===== src/rtl/gpio_irq_pkg.sv =====
package gpio_irq_pkg;
  // word slot = byte address >> 3; bit 2 selects the upper half
  localparam int unsigned SLOT_DOUT = 0;
  localparam int unsigned SLOT_DIR  = 1;
  localparam int unsigned SLOT_EN   = 2;
  localparam int unsigned SLOT_MASK = 3;
  localparam int unsigned SLOT_TYPE = 4;
  localparam int unsigned SLOT_POL  = 5;
  localparam int unsigned NUM_CTRL  = 6;
  localparam int unsigned SLOT_STAT = 10;
  localparam int unsigned SLOT_RAW  = 11;
  localparam int unsigned SLOT_EOI  = 12;
  localparam int unsigned SLOT_EXT  = 14;
endpackage


===== src/rtl/gpio_sync.sv =====
module gpio_sync #(
  parameter int unsigned WIDTH = 32
) (
  input  logic             clk_i,
  input  logic             rst_ni,
  input  logic [WIDTH-1:0] d_i,
  output logic [WIDTH-1:0] q_o
);
  logic [WIDTH-1:0] meta_q, stab_q;

  always_ff @(posedge clk_i or negedge rst_ni) begin
    if (!rst_ni) begin
      meta_q <= '0;
      stab_q <= '0;
    end else begin
      meta_q <= d_i;
      stab_q <= meta_q;
    end
  end

  assign q_o = stab_q;
endmodule


===== src/rtl/gpio_irq_detect.sv =====
module gpio_irq_detect #(
  parameter int unsigned WIDTH = 32
) (
  input  logic             clk_i,
  input  logic             rst_ni,
  input  logic [WIDTH-1:0] lvl_i,
  input  logic [WIDTH-1:0] in_en_i,
  input  logic [WIDTH-1:0] edge_sel_i,
  input  logic [WIDTH-1:0] pol_i,
  input  logic [WIDTH-1:0] clr_i,
  output logic [WIDTH-1:0] raw_o
);
  logic [WIDTH-1:0] prev_q, latch_q;

  always_ff @(posedge clk_i or negedge rst_ni) begin
    if (!rst_ni) prev_q <= '0;
    else         prev_q <= lvl_i;
  end

  for (genvar i = 0; i < WIDTH; i++) begin : g_pin
    logic hit, lvl_act;
    assign hit     = in_en_i[i] & edge_sel_i[i] &
                     (pol_i[i] ? (lvl_i[i] & ~prev_q[i]) : (~lvl_i[i] & prev_q[i]));
    assign lvl_act = in_en_i[i] & ~edge_sel_i[i] & (lvl_i[i] == pol_i[i]);

    // new event wins over a same-cycle clear
    always_ff @(posedge clk_i or negedge rst_ni) begin
      if (!rst_ni) latch_q[i] <= 1'b0;
      else         latch_q[i] <= hit | (latch_q[i] & ~clr_i[i]);
    end

    assign raw_o[i] = edge_sel_i[i] ? latch_q[i] : lvl_act;
  end
endmodule


===== src/rtl/gpio_irq_bank.sv =====
module gpio_irq_bank
  import gpio_irq_pkg::*;
#(
  parameter int unsigned HALF_W = 16,
  parameter int unsigned ADDR_W = 8
) (
  input  logic                clk_i,
  input  logic                rst_ni,
  input  logic                req_i,
  input  logic                we_i,
  input  logic [ADDR_W-1:0]   addr_i,
  input  logic [2*HALF_W-1:0] wdata_i,
  output logic [2*HALF_W-1:0] rdata_o,
  input  logic [2*HALF_W-1:0] pin_i,
  output logic [2*HALF_W-1:0] pin_o,
  output logic [2*HALF_W-1:0] pin_oe_o,
  output logic                irq_o
);
  localparam int unsigned NUM_PINS = 2 * HALF_W;
  localparam int unsigned SLOT_W   = ADDR_W - 3;

  logic [SLOT_W-1:0] slot;
  logic              hi_sel, aligned, wr_en, rd_en;
  logic [HALF_W-1:0] wval, wmsk;

  assign slot    = addr_i[ADDR_W-1:3];
  assign hi_sel  = addr_i[2];
  assign aligned = (addr_i[1:0] == 2'b00);
  assign wr_en   = req_i & we_i & aligned;
  assign rd_en   = req_i & ~we_i;
  assign wval    = wdata_i[HALF_W-1:0];
  assign wmsk    = wdata_i[NUM_PINS-1:HALF_W];

  logic [NUM_CTRL-1:0][NUM_PINS-1:0] ctrl;

  for (genvar k = 0; k < NUM_CTRL; k++) begin : g_ctrl
    logic [NUM_PINS-1:0] q;
    logic                hit;
    assign hit = wr_en && (slot == SLOT_W'(k));
    always_ff @(posedge clk_i or negedge rst_ni) begin
      if (!rst_ni) q <= '0;
      else if (hit) begin
        if (hi_sel) q[NUM_PINS-1:HALF_W] <= (q[NUM_PINS-1:HALF_W] & ~wmsk) | (wval & wmsk);
        else        q[HALF_W-1:0]        <= (q[HALF_W-1:0] & ~wmsk) | (wval & wmsk);
      end
    end
    assign ctrl[k] = q;
  end

  logic [NUM_PINS-1:0] dout, dir, en, msk, typ, pol;
  assign dout = ctrl[SLOT_DOUT];
  assign dir  = ctrl[SLOT_DIR];
  assign en   = ctrl[SLOT_EN];
  assign msk  = ctrl[SLOT_MASK];
  assign typ  = ctrl[SLOT_TYPE];
  assign pol  = ctrl[SLOT_POL];

  // end-of-interrupt pulse vector
  logic                eoi_hit;
  logic [NUM_PINS-1:0] eoi_clr;
  assign eoi_hit = wr_en && (slot == SLOT_W'(SLOT_EOI));
  assign eoi_clr = !eoi_hit ? '0 :
                   hi_sel   ? {wval & wmsk, {HALF_W{1'b0}}} :
                              {{HALF_W{1'b0}}, wval & wmsk};

  logic [NUM_PINS-1:0] lvl, raw, stat;

  gpio_sync #(.WIDTH(NUM_PINS)) u_sync (
    .clk_i (clk_i),
    .rst_ni(rst_ni),
    .d_i   (pin_i),
    .q_o   (lvl)
  );

  gpio_irq_detect #(.WIDTH(NUM_PINS)) u_detect (
    .clk_i     (clk_i),
    .rst_ni    (rst_ni),
    .lvl_i     (lvl),
    .in_en_i   (~dir),
    .edge_sel_i(typ),
    .pol_i     (pol),
    .clr_i     (eoi_clr),
    .raw_o     (raw)
  );

  assign stat = raw & en & ~msk;

  logic irq_q;
  always_ff @(posedge clk_i or negedge rst_ni) begin
    if (!rst_ni) irq_q <= 1'b0;
    else         irq_q <= |stat;
  end

  // read path
  logic [NUM_PINS-1:0] rd_mux, rdata_q;
  always_comb begin
    rd_mux = '0;
    if (aligned) begin
      if (slot < SLOT_W'(NUM_CTRL)) begin
        rd_mux[HALF_W-1:0] = hi_sel ? ctrl[slot[$clog2(NUM_CTRL)-1:0]][NUM_PINS-1:HALF_W]
                                    : ctrl[slot[$clog2(NUM_CTRL)-1:0]][HALF_W-1:0];
      end else if (!hi_sel) begin
        if (slot == SLOT_W'(SLOT_STAT))     rd_mux = stat;
        else if (slot == SLOT_W'(SLOT_RAW)) rd_mux = raw;
        else if (slot == SLOT_W'(SLOT_EXT)) rd_mux = lvl;
      end
    end
  end

  always_ff @(posedge clk_i or negedge rst_ni) begin
    if (!rst_ni)    rdata_q <= '0;
    else if (rd_en) rdata_q <= rd_mux;
  end

  assign rdata_o  = rdata_q;
  assign pin_o    = dout;
  assign pin_oe_o = dir;
  assign irq_o    = irq_q;
endmodule


===== config.mk =====
export PLATFORM = sky130hd
export DESIGN_NAME = gpio_irq_bank
export DESIGN_NICKNAME = d
export VERILOG_FILES = /design/src/rtl/gpio_irq_pkg.sv /design/src/rtl/gpio_sync.sv /design/src/rtl/gpio_irq_detect.sv /design/src/rtl/gpio_irq_bank.sv
export SDC_FILE = /design/constraint.sdc
export NUM_CORES = 1
export LEC_CHECK = 0
export ABC_AREA = 1
export BUFFER_PORTS_ARGS = -buffer_cell sky130_fd_sc_hd__buf_4
export CAP_MARGIN = 20
export CORE_MARGIN = 2
export CORE_UTILIZATION = 55
export CTS_BUF_LIST = sky130_fd_sc_hd__clkbuf_8
export DETAILED_ROUTE_END_ITERATION = 10
export HOLD_SLACK_MARGIN = 0.15
export PLACE_DENSITY = 0.75
export SLEW_MARGIN = 20
export SYNTH_ARGS = -nofsm -noshare
export SYNTH_HDL_FRONTEND = slang
export SYNTH_SLANG_ARGS = --single-unit

===== constraint.sdc =====
create_clock -name clk_i -period 1.35 [get_ports clk_i]
set_input_delay 0.27 -clock clk_i [delete_from_list [all_inputs] [get_ports clk_i]]
set_output_delay 0.27 -clock clk_i [all_outputs]
set_load 0.01 [all_outputs]

Word level (Yosys, flattened, before mapping)
Index checks and enable logic that the tools add are counted.
{ "classes": {"reduce_logical": 22, "order_cmp": 2, "n_mux": 76, "eq_ne": 41, "bitwise_logic": 419} }
{ "ops": {"columns": ["op", "count"], "rows": [
  ["$mux 32", 8],
  ["$and 1x1->1", 227],
  ["$and 16x16->16", 13],
  ["$or 16x16->16", 12],
  ["$not 1->1", 130],
  ["$bmux 32 s3", 1],
  ["$and 32x32->32", 2],
  ["$mux 1", 64],
  ["$not 32->32", 2],
  ["$mux 16", 3],
  ["$eq 1x1->1", 32],
  ["$or 1x1->1", 32],
  ["$reduce_or 32->1", 1],
  ["$reduce_and 2->1", 12],
  ["$eq 5x4->1 const B", 4],
  ["$not 16->16", 1],
  ["$eq 5x2->1 const B", 2],
  ["$eq 5x3->1 const B", 2],
  ["$logic_and 1x1->1", 7],
  ["$eq 5x1->1 const B", 1],
  ["$logic_not 5->1", 1],
  ["$lt 5x3->1 const B", 1],
  ["$lt 3x4->1 const B", 1],
  ["$logic_not 2->1", 1]
]} }
{ "totals": {"output_inout_bits": 97, "in_bits": 76, "register_bits": 353, "elab_cells": 609} }

Logic depth before layout (Yosys ltp)
Gate-level depths: netlist (run 1).
{ "depth": {"word_depth": 10, "depth_mapped": 14, "depth_no_buf": 11} }

Hierarchy
A second synthesis (run 1) with hierarchy kept.
{ "hier_totals": {"hier_cells": 2622, "hier_area_um2": 18318.8} }
{ "by_module_without_submodules": {"columns": ["module", "n_inst", "seq_area_each_um2", "cells_per_inst", "area_each_um2"], "rows": [
  ["gpio_irq_bank", 1, 5630.4, 1854, 12673.4],
  ["gpio_irq_detect", 1, 1601.5, 704, 4043.9],
  ["gpio_sync", 1, 1601.5, 64, 1601.5]
]} }

Worst setup path after synthesis (run 1)
No wires, ideal clock.
{ "synth_path": {"path_kind": "input port to flip-flop", "start": "input port addr_i[5]", "end": "register (tool-made name)", "setup_slack_ns": -0.114, "arrival_ns": 1.332, "path_buffers": 2, "stages": 8, "t_required_ns": 1.218, "setup_ns": 0.132, "cell_sequence": "buf_4 -> clkinv_2 -> nand2_2 -> nor4_2 -> nand2_1 -> buf_2 -> o21ai_1 -> o21ai_1"} }
{ "synth_lines": {"columns": ["item", "line_no", "rtl"], "rows": [
  ["start: declaration", "gpio_irq_bank.sv:11", "input logic [ADDR_W-1:0] addr_i,"]
]} }

==> results of run 1 <==
what timing repair did:
action                                 4_1_cts  5_1_grt
endpoints found under the hold margin      416       16
resized for setup                          225      250
buffers inserted                           100       48
hold buffers                                60        4
setup endpoints to repair                  112      262
gates cloned                                 0        2
pin swaps                                   42      158
metal layers:
layer	part of all wire (%)	global-route usage, %	up-vias
met4	6.9	20.5	0
met3	13	11.3	457
met2	46	68.0	1579
met5	0	0	-
met1	35	53.5	9384
li1	-	-	8422
Yosys cell counts:
library cell | number | share of area (%)
nand4_1 | 53 | 1.9
a21oi_2 | 10 | 0.51
dfrtp_1 | 353 | 52
buf_4 | 7 | 0.31
nor2_2 | 4 | 0.15
inv_1 | 216 | 4.7
o31ai_1 | 16 | 0.70
or2_2 | 15 | 0.55
nor4_4 | 1 | 0.12
a21oi_1 | 44 | 1.3
o21ai_1 | 146 | 4.3
clkinv_2 | 1 | 0.029
nor2_1 | 75 | 1.6
nand2_2 | 5 | 0.18
inv_2 | 12 | 0.26
buf_1 | 4 | 0.088
nand2_4 | 4 | 0.26
buf_6 | 5 | 0.33
nor2_8 | 1 | 0.12
inv_4 | 2 | 0.073
nand2_1 | 603 | 13
buf_2 | 35 | 1.0
o211ai_1 | 19 | 0.83
nor3_4 | 3 | 0.28
nor4_2 | 1 | 0.073
nor3_2 | 4 | 0.23
nand3_2 | 7 | 0.41
nand3_1 | 145 | 4.2
clkbuf_1 | 68 | 1.5
o21ai_0 | 312 | 9.1
nand3_4 | 1 | 0.10
stage by stage:
stage	TNS [ns]	power (mW)	cell area [um^2]	utilization, %	cells
after floorplan	-6.26	12.3	17500	-	2172
after global placement	-69.56	13.7	21600	70.3	2957
after detailed placement	-80.12	13.8	21600	70.3	2957
after CTS	-12.06	23.5	24800	80.9	3212
after global routing	-15.89	24.6	25900	84.5	3246
final	-12.54	24.0	25900	84.5	3246
power by group through the flow:
stage,combinational (mW),clock (mW),sequential [mW]
finish,3.27,9.67,11.1
global route,3.45,10.1,11.1
CTS,2.92,9.55,11.1
detailed placement,2.57,0,11.2
global placement,2.51,0,11.2
floorplan,1.10,0,11.2
cell type report:
| cell class | instances | area (um^2) | area share (%) |
|---|---|---|---|
| clock inverter | 24 | 150 | 0.579 |
| clock buffer | 73 | 1000 | 3.88 |
| tap | 396 | 495 | 1.91 |
| inverter | 231 | 897 | 3.46 |
| sequential | 353 | 8840 | 34.1 |
| timing repair buffer | 700 | 6630 | 25.6 |
| multi-input combinational | 1469 | 7890 | 30.4 |
critical path, stage by stage (launching register included):
cell	delay (ns)
dfrtp_1	0.41
buf_6	0.14
buf_6	0.11
cells by family after synthesis:
kind of cell,count (synthesis),share of synthesized area [%]
flops,353,51.5
simple gates,922,23.5
compound gates,547,16.7
buf+inv,350,8.32
cell usage in the layout, fill, tap and decap left out, drive strengths merged:
| cell type | instances |
|---|---|
| buf | 639 |
| nand2 | 612 |
| o21ai | 458 |
| dfrtp | 353 |
| inv | 248 |
| nand3 | 153 |
| nor2 | 80 |
| clkbuf | 75 |
| a21oi | 54 |
| nand4 | 53 |
| dlygate4sd3 | 51 |
| o211ai | 19 |
| o31ai | 16 |
| or2 | 15 |
| dlymetal6s4s | 8 |
| nor3 | 7 |
| clkinv | 4 |
| bufinv | 2 |
| nor4 | 2 |
| clkinvlp | 1 |
worst paths after layout:
check                                             from                            end  slack [ns]
setup reg to reg                             flip-flop                irq_o$_DFF_PN0_       -0.18
hold / removal                             wdata_i[26]                      flip-flop        0.09
min in group asynchronous                       rst_ni                      async pin        0.35
max in group asynchronous                       rst_ni  u_detect.prev_q[23]$_DFF_PN0_        0.39
hold reg to reg            u_sync.meta_q[16]$_DFF_PN0_       u_sync.q_o[16]$_DFF_PN0_        0.34
setup / recovery                             flip-flop                   pin_oe_o[25]       -0.20
==> flow_metrics.tcl, run 1 <==
set metrics [dict create \
    first_iter_violations 2625 \
    fillCellCount 1639 \
    clk_pin_slew_ns 0.07 \
    finalCritPeriodShare_pct 115 \
    ir_drop_v 0.000848 \
    leakage_nw 12.6 \
    synth_warnings 0 \
    antenna_found_initial 0 \
    cts_tree "built" \
    vias 19800 \
    cts_buffer_depth 3 \
    track_usage_pct 42.4 \
    core-area_um2 30700 \
    clkLatencyLatePin_ns 0.63 \
    finalWorstSetupSlack_ns -0.202 \
    violations "setup timing" \
    swShare_pct 27.6 \
    synth_nets 2248 \
    crit_required_ns 1.08 \
    die_area_um2 32600 \
    slew_viol_final 0 \
    wire_per_inst_um 22.8 \
    cap_violations 0 \
    power.share.sequential_pct 46.2 \
    status "finished with violations" \
    via_per_inst 6.11 \
    routed_wl_um 74100 \
    grt_max_degree 63 \
    p_int_mw 17.4 \
    powerDensity_nw_per_um2 927 \
    worstPathArrival_ns 1.28 \
    cp-start-kind "flip-flop" \
    first_pass_iters 7 \
    tightestPinTransition_ns 0.565 \
    cts-root-buf "clkbuf_8" \
    drive_above_1_share_pct 36.9 \
    avgSynthCellArea_um2 7.90 \
    place_congestion 0.996 \
    setup_viol 118 \
    io_pins 173 \
    drc 0 \
    fin_nets 2888 \
    clkSinkCount 353 \
    die_h_um 181 \
    place_hpwl_um 44600 \
    r2r_cells 10 \
    max_freq_mhz 644 \
    clockPowerShare_pct 40.2 \
    rsz0062_at_grt "yes" \
    initial_core_util_pct 55.9 \
    ys_seq_elements 353 \
    fin_hold_ws_ns 0.0939 \
    worst-path-max-fanout 3 \
    area_delta_synth_final_pct 51.1 \
    grt_pass1_vias 19300 \
    clock_skew_ns 0.0168 \
    fp-row-count 64 \
    synth_cell_type_count 31 \
    synth-seq-area-share_pct 51.5 \
    synth_area_um2 17200 \
    pwr-share-comb_pct 13.6 \
    switchingPower_mw 6.62 \
    hold_class "primary input to flip-flop" \
    pre_cts_ws_ns -0.473 \
    postRouteAntennaNets 0 \
    synth_cells 2172 \
    hold_violations 0 \
    post-route-min-period_ns 1.55 \
    port-buffer-count 172 \
    relSlewSlack_pct 62.3 \
    grt_pass1_wl_um 108000 \
    overflow 0 \
    fp.dieW_um 181 \
    numCtsBuffers 57 \
    crit_path_end_kind "output port" \
    path_class "flip-flop to output port" \
    h-tree-depth 2 \
    whs_path_depth 3 \
    insertedDiodeCount 0 \
]
Power figures use the tool's default switching activity.
==> run 2, diff against run 1 <==
--- a/config.mk
+++ b/config.mk
@@ -8,12 +8,15 @@
 export ABC_AREA = 1
 export BUFFER_PORTS_ARGS = -buffer_cell sky130_fd_sc_hd__buf_4
 export CAP_MARGIN = 20
+export CELL_PAD_IN_SITES_DETAIL_PLACEMENT = 0
+export CELL_PAD_IN_SITES_GLOBAL_PLACEMENT = 1
 export CORE_MARGIN = 2
-export CORE_UTILIZATION = 55
-export CTS_BUF_LIST = sky130_fd_sc_hd__clkbuf_8
+export CORE_UTILIZATION = 44
+export CTS_BUF_LIST = sky130_fd_sc_hd__clkbuf_16
 export DETAILED_ROUTE_END_ITERATION = 10
 export HOLD_SLACK_MARGIN = 0.15
-export PLACE_DENSITY = 0.75
+export PLACE_DENSITY_LB_ADDON = 0.1
+export RECOVER_POWER = 25
 export SLEW_MARGIN = 20
 export SYNTH_ARGS = -nofsm -noshare
 export SYNTH_HDL_FRONTEND = slang
==> flow_metrics.tcl, run 2 (synthesis gave the netlist of run 1 again) <==
set metrics [dict create \
    grt_max_degree 72 \
    place_area_um2 21700 \
    clk_pin_slew_ns 0.06 \
    track_usage_pct 33.8 \
    drc 0 \
    initial_core_util_pct 44.5 \
    fin_nets 2847 \
    place_hpwl_um 47200 \
    overflow 0 \
    dp.cells 3084 \
    slew_viol_final 0 \
    vias 18000 \
    setup_viol 74 \
    violations "setup timing" \
    leakage_nw 12.4 \
    tightestPinTransition_ns 0.487 \
    grt_pass1_vias 17800 \
    grt_pass1_wl_um 104000 \
    crit_path_end_kind "output port" \
    wl_met2_um 32400 \
    worst_path_max_delay_cell "dfrtp_1" \
    post-route-min-period_ns 1.50 \
    antenna_found_initial 0 \
    ir_drop_v 0.00109 \
    finalCritPeriodShare_pct 111 \
    cpLargestDelayFamily "flip-flops" \
    worstPathArrival_ns 1.23 \
    relSlewSlack_pct 67.5 \
    fp-row-count 72 \
    hold_class "primary input to flip-flop" \
    crit_top_cell "buf_6" \
    cap_violations 0 \
    cts-root-buf "clkbuf_16" \
    finalWorstSetupSlack_ns -0.153 \
    via_per_inst 5.42 \
    fin_tns_setup_ns -4.55 \
    postRouteAntennaNets 0 \
    clkLatencyLatePin_ns 0.57 \
    pre_cts_ws_ns -0.445 \
    place_congestion 0.900 \
    powerDensity_nw_per_um2 976 \
    core-area_um2 38600 \
    path_class "flip-flop to output port" \
    rsz0062_at_grt "yes" \
    cts_buffer_depth 3 \
    top_layer "met4" \
    drive_above_1_share_pct 34.0 \
    routed_wl_um 68900 \
    numCtsBuffers 40 \
    fin_area_um2 25700 \
    crit_buf_inv 2 \
    max_stage_delay_ns 0.42 \
    final_util_pct 66.6 \
    clkSinkCount 353 \
    hold_violations 0 \
    crit_required_ns 1.08 \
    fp.dieW_um 201 \
    wire_per_inst_um 20.8 \
    dr_wl_met3_um 5360 \
    first_pass_iters 6 \
    clock_skew_ns 0.0165 \
    first_iter_violations 1467 \
    h-tree-depth 2 \
    cp-start-kind "flip-flop" \
    wl_met1_um 28100 \
    worst-path-max-fanout 2 \
    die_area_um2 40600 \
    max_freq_mhz 665 \
    crit_chain "buf_6, buf_6" \
    final_cell_mix "526 x nand2_1, 396 x buf_4, 346 x dfrtp_1" \
    final_common_cell "nand2_1" \
    area_delta_synth_final_pct 49.8 \
    die_h_um 201 \
    io_pins 173 \
    instances_no_fill 3313 \
    status "finished with violations" \
    cts_tree "built" \
    insertedDiodeCount 0 \
    port-buffer-count 172 \
]
## run 2: changes by cell type in the layout (fill, tap and decap cells not counted), moves of 6 or more
cell,before,now
dlygate4sd3_1,51,45
clkbuf_4,0,32
clkbuf_16,2,41
a21oi_1,32,42
nand2_1,503,526
nand3_2,70,57
dlymetal6s4s_1,8,0
nand3_1,76,88
nand2_2,85,66
buf_4,431,396
inv_2,43,29
clkbuf_8,73,0
a21oi_2,20,9
## run 2: worst register-to-register path, stage by stage, from the launching register on
cell	delay (ns)
dfrtp_2	0.47
inv_2	0.08
nand2_1	0.05
nand3_1	0.10
nand2_2	0.07
nand2_1	0.09
nand2_1	0.08
nor2_1	0.10
nand2_1	0.06
nor2_1	0.10
nand2_1	0.13
## run 2: area by class of cell
class | count | area, um^2
repair buffers | 676 | 6300
clock inverters | 25 | 258
flip-flops and latches | 353 | 8840
clock buffers | 41 | 1030
inverters | 231 | 907
well taps | 518 | 648
fillers | 3239 | 12900
multi-input cells | 1469 | 7720
## run 2: final timing paths
kind / startpoint / endpoint / slack, ns / cells past startpoint
max reg2reg: u_sync.q_o[11]$_DFF_PN0_ / irq_o$_DFF_PN0_ / -0.12 / 10
max: flip-flop / pin_oe_o[22] / -0.15 / 2
min reg2reg: u_sync.meta_q[15]$_DFF_PN0_ / u_sync.q_o[15]$_DFF_PN0_ / 0.34 / 0
max in group asynchronous: rst_ni / async pin / 0.16 / 3
min in group asynchronous: rst_ni / u_sync.meta_q[17]$_DFF_PN0_ / 0.15 / 2
min: wdata_i[0] / flip-flop / 0.13 / 3
## run 2: per-stage QoR
stage	hold slack [ns]	power [mW]
2_1_floorplan	-0.0256	12.3
3_3_place_gp	0.134	13.8
3_5_place_dp	0.130	13.8
4_1_cts	0.153	25.1
5_1_grt	0.128	26.0
6_report	0.131	25.1
## run 2: what timing repair did
item / CTS / global route
buffers inserted: 88 / 32
pin swaps: 29 / 131
hold buffers: 48 / 2
gates cloned: 0 / 0
resized for setup: 199 / 198
endpoints found under the setup margin: 113 / 146
hold endpoints to repair: 401 / 5
## run 2: per-layer routing
metal / up-vias / track usage, %
met5: - / 0
met4: 0 / 14.4
met3: 183 / 6.11
met2: 771 / 54.7
met1: 8670 / 44.9
li1: 8342 / -
## run 2: report_power, final
group / internal, mW / switching (mW)
combinational: 1.28 / 1.74
sequential: 10.9 / 0.202
clock: 6.59 / 4.41
total: 18.7 / 6.35
